[src/rtl/upcount_timer_pkg.sv]
package upcount_timer_pkg;

  localparam int CNT_W    = 32;
  localparam int WORD_W   = 3;

  // word indices inside the register window
  localparam logic [WORD_W-1:0] WD_LOAD  = 3'd0;
  localparam logic [WORD_W-1:0] WD_COUNT = 3'd1;
  localparam logic [WORD_W-1:0] WD_CTRL  = 3'd2;
  localparam logic [WORD_W-1:0] WD_STAT  = 3'd3;
  localparam logic [WORD_W-1:0] WD_ALARM = 3'd4;

  // control field positions (software relies on these)
  localparam int CB_HOLD   = 0;
  localparam int CB_DIV_LO = 2;
  localparam int CB_RELOAD = 6;
  localparam int CB_RUN    = 7;
  localparam int CB_STATUS = 8;

  typedef enum logic [1:0] {
    PS_FAST = 2'd0,
    PS_MID  = 2'd1,
    PS_SLOW = 2'd2,
    PS_ALT  = 2'd3
  } prescale_e;

  typedef struct packed {
    logic      run;
    logic      reload;
    prescale_e div;
    logic      hold;
  } ctrl_t;

endpackage

[src/rtl/upcount_prescaler.sv]
module upcount_prescaler #(
  parameter int MID_LOG2  = 4,
  parameter int SLOW_LOG2 = 8
) (
  input  logic                          clk,
  input  logic                          rst_n,
  input  logic                          en_i,
  input  logic                          clear_i,
  input  upcount_timer_pkg::prescale_e  div_i,
  output logic                          tick_o
);
  import upcount_timer_pkg::*;

  localparam int PRE_W = SLOW_LOG2;
  localparam logic [PRE_W-1:0] LIM_MID  = PRE_W'((1 << MID_LOG2) - 1);
  localparam logic [PRE_W-1:0] LIM_SLOW = PRE_W'((1 << SLOW_LOG2) - 1);

  logic [PRE_W-1:0] pre_q;
  logic [PRE_W-1:0] limit;

  always_comb begin
    unique case (div_i)
      PS_FAST: limit = '0;
      PS_MID:  limit = LIM_MID;
      default: limit = LIM_SLOW;
    endcase
  end

  // >= so that switching to a shorter period mid-way still ticks promptly
  assign tick_o = en_i && !clear_i && (pre_q >= limit);

  always_ff @(posedge clk or negedge rst_n) begin
    if (!rst_n)                      pre_q <= '0;
    else if (clear_i || !en_i || tick_o) pre_q <= '0;
    else                             pre_q <= pre_q + 1'b1;
  end

  assert_tick_spacing_R1: assert property (@(posedge clk) disable iff (!rst_n)
    (tick_o && div_i != PS_FAST) |=> (!tick_o || div_i == PS_FAST));

endmodule

[src/rtl/upcount_counter.sv]
module upcount_counter #(
  parameter int CNT_W = 32
) (
  input  logic             clk,
  input  logic             rst_n,
  input  logic             tick_i,
  input  logic             run_i,
  input  logic             reload_i,
  input  logic             load_wr_i,
  input  logic [CNT_W-1:0] load_data_i,
  input  logic             run_set_i,
  input  logic [CNT_W-1:0] alarm_i,
  output logic [CNT_W-1:0] count_o,
  output logic             active_o,
  output logic             match_o
);
  logic [CNT_W-1:0] count_q;
  logic [CNT_W-1:0] count_inc;
  logic             freeze_q;

  assign count_inc = count_q + 1'b1;
  assign active_o  = run_i && !freeze_q;
  assign count_o   = count_q;
  // compare only on the advancing step, never on a software load
  assign match_o   = tick_i && !load_wr_i && (count_inc == alarm_i);

  always_ff @(posedge clk or negedge rst_n) begin
    if (!rst_n)         count_q <= '0;
    else if (load_wr_i) count_q <= load_data_i;
    else if (tick_i)    count_q <= count_inc;
  end

  always_ff @(posedge clk or negedge rst_n) begin
    if (!rst_n) freeze_q <= 1'b0;
    else if (load_wr_i) begin
      if (load_data_i != '0)  freeze_q <= 1'b0;
      else if (reload_i)      freeze_q <= 1'b1;
    end else if (run_set_i)   freeze_q <= 1'b0;
  end

  assert_count_step_R2: assert property (@(posedge clk) disable iff (!rst_n)
    (tick_i && !load_wr_i) |=> (count_q == $past(count_inc)));

  assert_load_wins_R4: assert property (@(posedge clk) disable iff (!rst_n)
    load_wr_i |=> (count_q == $past(load_data_i)));

  assert_zero_freeze_R5: assert property (@(posedge clk) disable iff (!rst_n)
    (load_wr_i && reload_i && load_data_i == '0) |=> (count_q == '0 && !active_o));

endmodule

[src/rtl/upcount_regs.sv]
module upcount_regs #(
  parameter int CNT_W  = 32,
  parameter int WORD_W = 3
) (
  input  logic                       clk,
  input  logic                       rst_n,
  input  logic                       bus_wr_i,
  input  logic [WORD_W-1:0]          bus_word_i,
  input  logic [CNT_W-1:0]           bus_wdata_i,
  output logic [CNT_W-1:0]           bus_rdata_o,
  input  logic [CNT_W-1:0]           count_i,
  input  logic                       match_i,
  output upcount_timer_pkg::ctrl_t   ctrl_o,
  output logic [CNT_W-1:0]           alarm_o,
  output logic                       load_wr_o,
  output logic                       run_set_o,
  output logic                       irq_o
);
  import upcount_timer_pkg::*;

  logic [CNT_W-1:0] load_q;
  logic [CNT_W-1:0] alarm_q;
  ctrl_t            ctrl_q;
  logic             status_q;
  logic             irq_q;
  logic             ctrl_wr;
  logic             stat_clr;
  logic             ctrl_unused_bits;

  assign load_wr_o = bus_wr_i && (bus_word_i == WD_LOAD);
  assign ctrl_wr   = bus_wr_i && (bus_word_i == WD_CTRL);
  assign stat_clr  = bus_wr_i && (bus_word_i == WD_STAT) && (bus_wdata_i == '0);
  assign run_set_o = ctrl_wr && bus_wdata_i[CB_RUN];
  assign ctrl_unused_bits = ^{bus_wdata_i[CNT_W-1:CB_STATUS], bus_wdata_i[5:4], bus_wdata_i[1]};

  always_ff @(posedge clk or negedge rst_n) begin
    if (!rst_n) begin
      load_q  <= '0;
      alarm_q <= '0;
      ctrl_q  <= '0;
    end else begin
      if (load_wr_o) load_q <= bus_wdata_i;
      if (bus_wr_i && bus_word_i == WD_ALARM) alarm_q <= bus_wdata_i;
      if (ctrl_wr) begin
        ctrl_q.hold   <= bus_wdata_i[CB_HOLD];
        ctrl_q.div    <= prescale_e'(bus_wdata_i[CB_DIV_LO +: 2]);
        ctrl_q.reload <= bus_wdata_i[CB_RELOAD];
        ctrl_q.run    <= bus_wdata_i[CB_RUN];
      end
    end
  end

  always_ff @(posedge clk or negedge rst_n) begin
    if (!rst_n) begin
      status_q <= 1'b0;
      irq_q    <= 1'b0;
    end else begin
      irq_q <= match_i && !(ctrl_q.hold && status_q);
      if (match_i)            status_q <= 1'b1;
      else if (stat_clr)      status_q <= 1'b0;
      else if (!ctrl_q.hold)  status_q <= 1'b0;
    end
  end

  always_comb begin
    unique case (bus_word_i)
      WD_COUNT: bus_rdata_o = count_i;
      WD_CTRL: begin
        bus_rdata_o = '0;
        bus_rdata_o[CB_HOLD]          = ctrl_q.hold;
        bus_rdata_o[CB_DIV_LO +: 2]   = ctrl_q.div;
        bus_rdata_o[CB_RELOAD]        = ctrl_q.reload;
        bus_rdata_o[CB_RUN]           = ctrl_q.run;
        bus_rdata_o[CB_STATUS]        = status_q;
      end
      WD_ALARM: bus_rdata_o = alarm_q;
      default:  bus_rdata_o = load_q;
    endcase
  end

  assign ctrl_o  = ctrl_q;
  assign alarm_o = alarm_q;
  assign irq_o   = irq_q;

  assert_irq_has_status_R3: assert property (@(posedge clk) disable iff (!rst_n)
    irq_q |-> status_q);

  assert_hold_keeps_R6: assert property (@(posedge clk) disable iff (!rst_n)
    (ctrl_q.hold && status_q && !stat_clr) |=> status_q);

  assert_hold_quiet_R6: assert property (@(posedge clk) disable iff (!rst_n)
    (ctrl_q.hold && status_q) |=> !irq_q);

  assert_auto_clear_R7: assert property (@(posedge clk) disable iff (!rst_n)
    (!ctrl_q.hold && status_q && !match_i) |=> !status_q);

endmodule

[src/rtl/upcount_alarm_timer.sv]
module upcount_alarm_timer #(
  parameter int CNT_W     = 32,
  parameter int WORD_W    = 3,
  parameter int MID_LOG2  = 4,
  parameter int SLOW_LOG2 = 8
) (
  input  logic              clk,
  input  logic              rst_n,
  input  logic              bus_wr,
  input  logic [WORD_W-1:0] bus_word,
  input  logic [CNT_W-1:0]  bus_wdata,
  output logic [CNT_W-1:0]  bus_rdata,
  output logic              irq
);
  import upcount_timer_pkg::*;

  ctrl_t            ctrl;
  logic [CNT_W-1:0] alarm;
  logic [CNT_W-1:0] count;
  logic             load_wr;
  logic             run_set;
  logic             active;
  logic             tick;
  logic             match;

  upcount_regs #(.CNT_W(CNT_W), .WORD_W(WORD_W)) u_regs (
    .clk         (clk),
    .rst_n       (rst_n),
    .bus_wr_i    (bus_wr),
    .bus_word_i  (bus_word),
    .bus_wdata_i (bus_wdata),
    .bus_rdata_o (bus_rdata),
    .count_i     (count),
    .match_i     (match),
    .ctrl_o      (ctrl),
    .alarm_o     (alarm),
    .load_wr_o   (load_wr),
    .run_set_o   (run_set),
    .irq_o       (irq)
  );

  upcount_prescaler #(.MID_LOG2(MID_LOG2), .SLOW_LOG2(SLOW_LOG2)) u_pre (
    .clk     (clk),
    .rst_n   (rst_n),
    .en_i    (active),
    .clear_i (load_wr),
    .div_i   (ctrl.div),
    .tick_o  (tick)
  );

  upcount_counter #(.CNT_W(CNT_W)) u_cnt (
    .clk         (clk),
    .rst_n       (rst_n),
    .tick_i      (tick),
    .run_i       (ctrl.run),
    .reload_i    (ctrl.reload),
    .load_wr_i   (load_wr),
    .load_data_i (bus_wdata),
    .run_set_i   (run_set),
    .alarm_i     (alarm),
    .count_o     (count),
    .active_o    (active),
    .match_o     (match)
  );

  assert_irq_pulse_R3: assert property (@(posedge clk) disable iff (!rst_n)
    irq |=> !irq || (count != $past(count)));

endmodule

[config.mk]
export PLATFORM = sky130hd
export DESIGN_NAME = upcount_alarm_timer
export DESIGN_NICKNAME = d
export VERILOG_FILES = /design/src/rtl/upcount_timer_pkg.sv /design/src/rtl/upcount_prescaler.sv /design/src/rtl/upcount_counter.sv /design/src/rtl/upcount_regs.sv /design/src/rtl/upcount_alarm_timer.sv
export SDC_FILE = /design/constraint.sdc
export NUM_CORES = 1
export LEC_CHECK = 0
export ABC_AREA = 1
export BUFFER_PORTS_ARGS = -buffer_cell sky130_fd_sc_hd__buf_2
export CAP_MARGIN = 30
export CORE_MARGIN = 5
export CORE_UTILIZATION = 55
export CTS_CLUSTER_SIZE = 40
export DETAILED_ROUTE_END_ITERATION = 10
export PLACE_DENSITY = 0.77
export SLEW_MARGIN = 25
export SYNTH_ARGS = -nofsm -noshare
export SYNTH_HDL_FRONTEND = slang
export SYNTH_SLANG_ARGS = --single-unit
[constraint.sdc]
create_clock -name clk -period 3.36 [get_ports clk]
set_input_delay 0.504 -clock clk [delete_from_list [all_inputs] [get_ports clk]]
set_output_delay 0.504 -clock clk [all_outputs]
set_load 0.03 [all_outputs]
# Word level (Yosys, flattened, before mapping)

Index checks and enable logic that the tools add are counted.

$add $sub $neg: 2
$lt $le $gt $ge: 1
Equal/unequal tests: 8
Mux-type cells: 12
Reductions and logical operators: 26

Operators by type and width:

| cell                                                                    | count |
|---|---|
| 32-bit one-hot mux with 3 select lines                                  | 1 |
| 32-bit two-way mux                                                      | 2 |
| 32-bit by 1-bit adder with 32-bit output, second input constant         | 1 |
| 32-bit equality test                                                    | 1 |
| 32-bit logical NOT                                                      | 1 |
| 32-bit nonzero test                                                     | 1 |
| 8-bit one-hot mux with 2 select lines                                   | 1 |
| 1-bit logical AND                                                       | 13 |
| 8-bit by 1-bit adder with 8-bit output, second input constant           | 1 |
| 8-bit greater-or-equal comparator                                       | 1 |
| 8-bit two-way mux                                                       | 1 |
| 1-bit two-way mux                                                       | 7 |
| 3-bit by 2-bit equality test with 1-bit output, second input constant   | 2 |
| 1-bit logical NOT                                                       | 4 |
| 2-bit nonzero test                                                      | 2 |
| 3-bit by 1-bit equality test with 1-bit output, second input constant   | 1 |
| 3-bit equality test, second input constant                              | 1 |
| 3-bit logical NOT                                                       | 1 |
| 3-bit by 2-bit inequality test with 1-bit output, second input constant | 1 |
| 3-bit inequality test, second input constant                            | 1 |
| 2-bit by 1-bit equality test with 1-bit output, second input constant   | 1 |
| 2-bit logical NOT                                                       | 1 |
| 1-bit logical OR                                                        | 2 |
| 2-bit AND reduction                                                     | 1 |

Register bits: 112
Input bits: 38
Output and inout bits: 33
Word-level logic and storage cells: 60

# Depth between registers and ports, before layout

Depth after elaboration: 8
Mapped depth: 17
Mapped depth without buffers: 16

# Modules after synthesis

Synthesis repeated with hierarchy kept, for this count alone.

Cell total of the unflattened synthesis: 1064
Area, all modules: 7347.0 sq um

Modules (own cells, without submodules):

| module            | instances | cells an instance | area each (sq um) | seq. area each (sq um) |
|---|---|---|---|---|
| upcount_regs      | 1         | 453               | 3567.2            | 1776.7 |
| upcount_counter   | 1         | 538               | 3224.3            | 825.8 |
| upcount_prescaler | 1         | 73                | 555.5             | 200.2 |

# Worst setup path before layout

No wires, ideal clock.

Path kind: input to output
From: in bus_word[1]
To: out bus_rdata[8]
Data arrival time: 1.985 ns
Data required time: 2.856 ns
Path slack: 0.871 ns
Cell stages on the path: 7
Buffers on the path: 1
Cells stage by stage: nor2_1 -> inv_1 -> nor2_2 -> nor3_1 -> clkbuf_1 -> inv_1 -> o21ai_0

Longest elaborated chain between the ends: 2
Elaborated cells on any way between the ends: 4
Those cells by class: eq/ne (3); mux (1)

RTL lines:

| item                                        | RTL line                  | RTL |
|---|---|---|
| from (decl)                                 | upcount_alarm_timer.sv:10 | `input logic [WORD_W-1:0] bus_word,` |
| 3-bit equality test (tied with other cells) | upcount_regs.sv:66        | `unique case (bus_word_i)` |
| 32-bit one-hot mux with 3 select lines (*)  | upcount_regs.sv:66        |  |
| to (decl)                                   | upcount_alarm_timer.sv:12 | `output logic [CNT_W-1:0] bus_rdata,` |

Mark *: on every way between the ends. The rest lies on a longest branch, timed or not.

# Final worst setup path

Same ends and word-level chain as after synthesis.

==> results by group <==
STA
  – Post-route setup TNS: 0 ps
  – Finish-stage setup viols: 0
  – Fmax: 387 MHz
  – Slew @ Worst Pin: 769 ps
  – Final Hold Viols: 0
  – Final period util: 76.8%
  – Final Critical Period: 2580 ps
  – Max-slew headroom: 48.5%
  – RSZ-0062 raised after global routing: false
  – Slew Limit Fails: 0
  – Final setup skew: 5.72 ps

Die
  – Cell Rows: 40
  – Die Width: 120 um
  – Core footprint: 12000 um^2
  – DIE HEIGHT: 120 um
  – Die area: 14500 um^2
  – Initial Util: 56.0%
  – Ports: 71

Yosys
  – Post-synthesis instance total: 939
  – Largest family of logic cells by synthesized area: simple AND/OR/NAND/NOR gates
  – Netlist cell types: 38
  – Simple-gate share of the synthesized area: 35.6%
  – Mux contribution to synthesized area: 0.672%
  – Synth async-reset ratio: 100%
  – Post-Syn Nets: 984
  – Count leader, synth: nand2_1
  – Largest cells by area after synthesis: dfrtp_1 42%, nand2_1 19%, inv_1 5.7%, o221ai_1 5.6%, nor2_1 5.2%
  – Cell Area, Synth: 6700 um^2
  – Synth Register Bits: 112
  – Post-synthesis sequential area ratio: 41.8%
  – Post-synthesis compound-gate area fraction: 12.2%
  – XOR/XNOR Fraction of Synth Area: 1.05%
  – Post-synth top area share: 41.8%
  – Synthesized-area fraction occupied by adder cells: 1.31%
  – Primary FF master, synth: dfrtp_1
  – Leading area contributor after synthesis: dfrtp_1
  – Yosys warnings: 0
  – Post-synth EDFFs: 0
  – Syn Area/Cell: 7.14 um^2
  – Commonest cells post-synth: 347 x nand2_1, 112 x dfrtp_1, 101 x inv_1, 93 x nor2_1, 63 x nand3_1

Finish
  – Fraction of layout cells with a size suffix above 1: 13.4%
  – Area grow syn2layout: 12.2%
  – Layout Nets: 1049
  – Fillcell total: 1086
  – Ant. Diodes: 0

CTS
  – Post-CTS resize count: 0
  – Sink Count: 112
  – CTS buffer count: 9
  – H-tree depth: 3
  – Worst-path clk slew: 70 ps
  – Clk Latency, worst-skew pair: 370 ps
  – Clock Tree Buf Depth: 2
  – Post-CTS setup buffers: 0
  – Root Buffer Master: clkbuf_16
  – CTS tree: done
  – Post-CTS Hold Buffers: 0

Worst setup path
  – Arr. time, crit path: 2080 ps
  – Delay-heaviest family, CP: buffers and inverters
  – Req. time, crit path: 2860 ps
  – Most frequent cell on the critical path: inv_1
  – Critical Path Start Type: input pin
  – Slowest-stage cell, CP: buf_4
  – Critical Path Fanout Max: 30
  – Buffers & Inverters on Critical Path: 6
  – Slowest stage delay, CP: 390 ps
  – Crit. End Element: primary output
  – Crit-path cells: buf_2, inv_1, nor2_1, inv_1, nor2_1, nor3_2, buf_4, inv_1, o21ai_0, buf_2
  – Path type of the worst setup path: in -> out
  – R2r setup slk: 780 ps

Power
  – Peak supply drop: 0.000432 V
  – Design Power: 4.31 mW
  – Leak: 3.88 nW
  – PD cells: 573 nW/um^2

Global route
  – Number of global-route vias before repair: 6284
  – Initial antenna violation count: 0
  – All-Layer GR Usage: 27.6%
  – GRT overflow: 0
  – Largest net degree at the start of global routing: 68
  – First-pass GRT wire length: 31.7 mm

Placement
  – GPL Wtd Cong: 0.987
  – Hpwl dp: 14.3 mm
  – Port bufs: 70

Hold path
  – Worst hold path type: in -> async

Detailed routing
  – Vias: 6517
  – Initial DRC count: 638
  – Drc violations: 0
  – Vias per std cell: 5.64
  – Drt wl/cell: 16.8 um
  – Total length of routed wires: 19.4 mm
  – DRT Pass-1 Iters: 5
  – Antenna-violating nets left: 0

Run
  – # Max-Cap Violations: 0

Outcome
  – Status: completed
kinds of logic (layout without fill, tap and decap cells):
kind of cell / count (synthesis) / in the layout
flip-flops: 112 / 112
AO/OA/AOI/OAI: 119 / 119
XOR/XNOR: 8 / 8
AND/OR/NAND/NOR: 558 / 558
multiplexers: 4 / 4
buffers and inverters: 131 / 201
adder cells (fa/ha/maj): 7 / 7
metrics by stage:
stage	setup slack, ps	instances	instance area, um^2	hold WS (ps)	util, %
after global routing	570	1156	7520	180	62.9
after global placement	806	1140	7240	462	60.5
after CTS	798	1156	7520	162	62.9
after floorplan	871	939	6700	208	-
after detailed placement	800	1140	7240	466	60.5
final	778	1156	7520	136	62.9
flip-flops by register name (all words and copies together) (netlist names):
register,flops
u_cnt.count_o,32
u_cnt.freeze_q,1
u_pre.pre_q,8
u_regs.alarm_o,32
u_regs.ctrl_o,5
u_regs.irq_o,1
u_regs.load_q,32
u_regs.status_q,1
where the power goes:
part           internal (mW)  total [mW]  switching (mW)
Sequential              1.62        1.85           0.235
Clock                  0.525        1.05           0.527
Combinational          0.470        1.40           0.933
layer usage:
layer	share of wire, %	vias up	routed length, um	global-route usage (%)
met2	46	234	8940	43.4
met1	45	3040	8780	38.4
met3	6.1	37	1180	4.49
met4	2.8	0	542	10.6
met5	0	-	0	0
li1	-	3206	-	-
worst paths after layout:
path,from,to,cells after the start
worst max-delay path,bus_word[1],bus_rdata[8],10
worst min-delay path,rst_n,u_pre.pre_q[0],1
worst max register to register,u_regs.ctrl_o[2],u_cnt.count_o[28],17
worst min register to register,u_pre.pre_q[0],u_pre.pre_q[0],1
max in group asynchronous,rst_n,u_regs.load_q[15],2
min in group clk,bus_wdata[18],u_regs.load_q[18],3
cells in the final DEF (no fill, tap or decap), types with 2 or more instances in the layout:
| cell type | instances |
|---|---|
| nand2_1 | 346 |
| dfrtp_1 | 112 |
| inv_1 | 101 |
| nor2_1 | 93 |
| buf_2 | 69 |
| nand3_1 | 63 |
| o221ai_1 | 43 |
| a21oi_1 | 34 |
| o211ai_1 | 15 |
| o21ai_0 | 13 |
| nand2_2 | 10 |
| clkbuf_16 | 9 |
| nor4_1 | 8 |
| buf_4 | 8 |
| nor2_4 | 7 |
| nand4_1 | 7 |
| ha_1 | 7 |
| nor2_2 | 6 |
| o22ai_1 | 5 |
| xor2_1 | 5 |
| o21ai_1 | 5 |
| nor3_1 | 4 |
| mux2_2 | 4 |
| nor3_2 | 3 |
| inv_2 | 3 |
| xnor2_1 | 3 |
| nand3_2 | 3 |
| clkinv_1 | 2 |
| nor3b_1 | 2 |
| nand2_4 | 2 |
| clkinv_2 | 2 |
| clkinvlp_4 | 2 |
| buf_12 | 2 |
final cells by class:
| type | count | area [um^2] | area share [%] |
|---|---|---|---|
| flip-flops and latches | 112 | 2800 | 37.3 |
| well taps | 147 | 184 | 2.45 |
| repair buffers | 79 | 445 | 5.92 |
| clock inverters | 6 | 42.5 | 0.566 |
| multi-input cells | 696 | 3410 | 45.3 |
| clock buffers | 10 | 239 | 3.18 |
| inverters | 106 | 398 | 5.29 |
No activity file was read; power rests on OpenSTA's default activity.
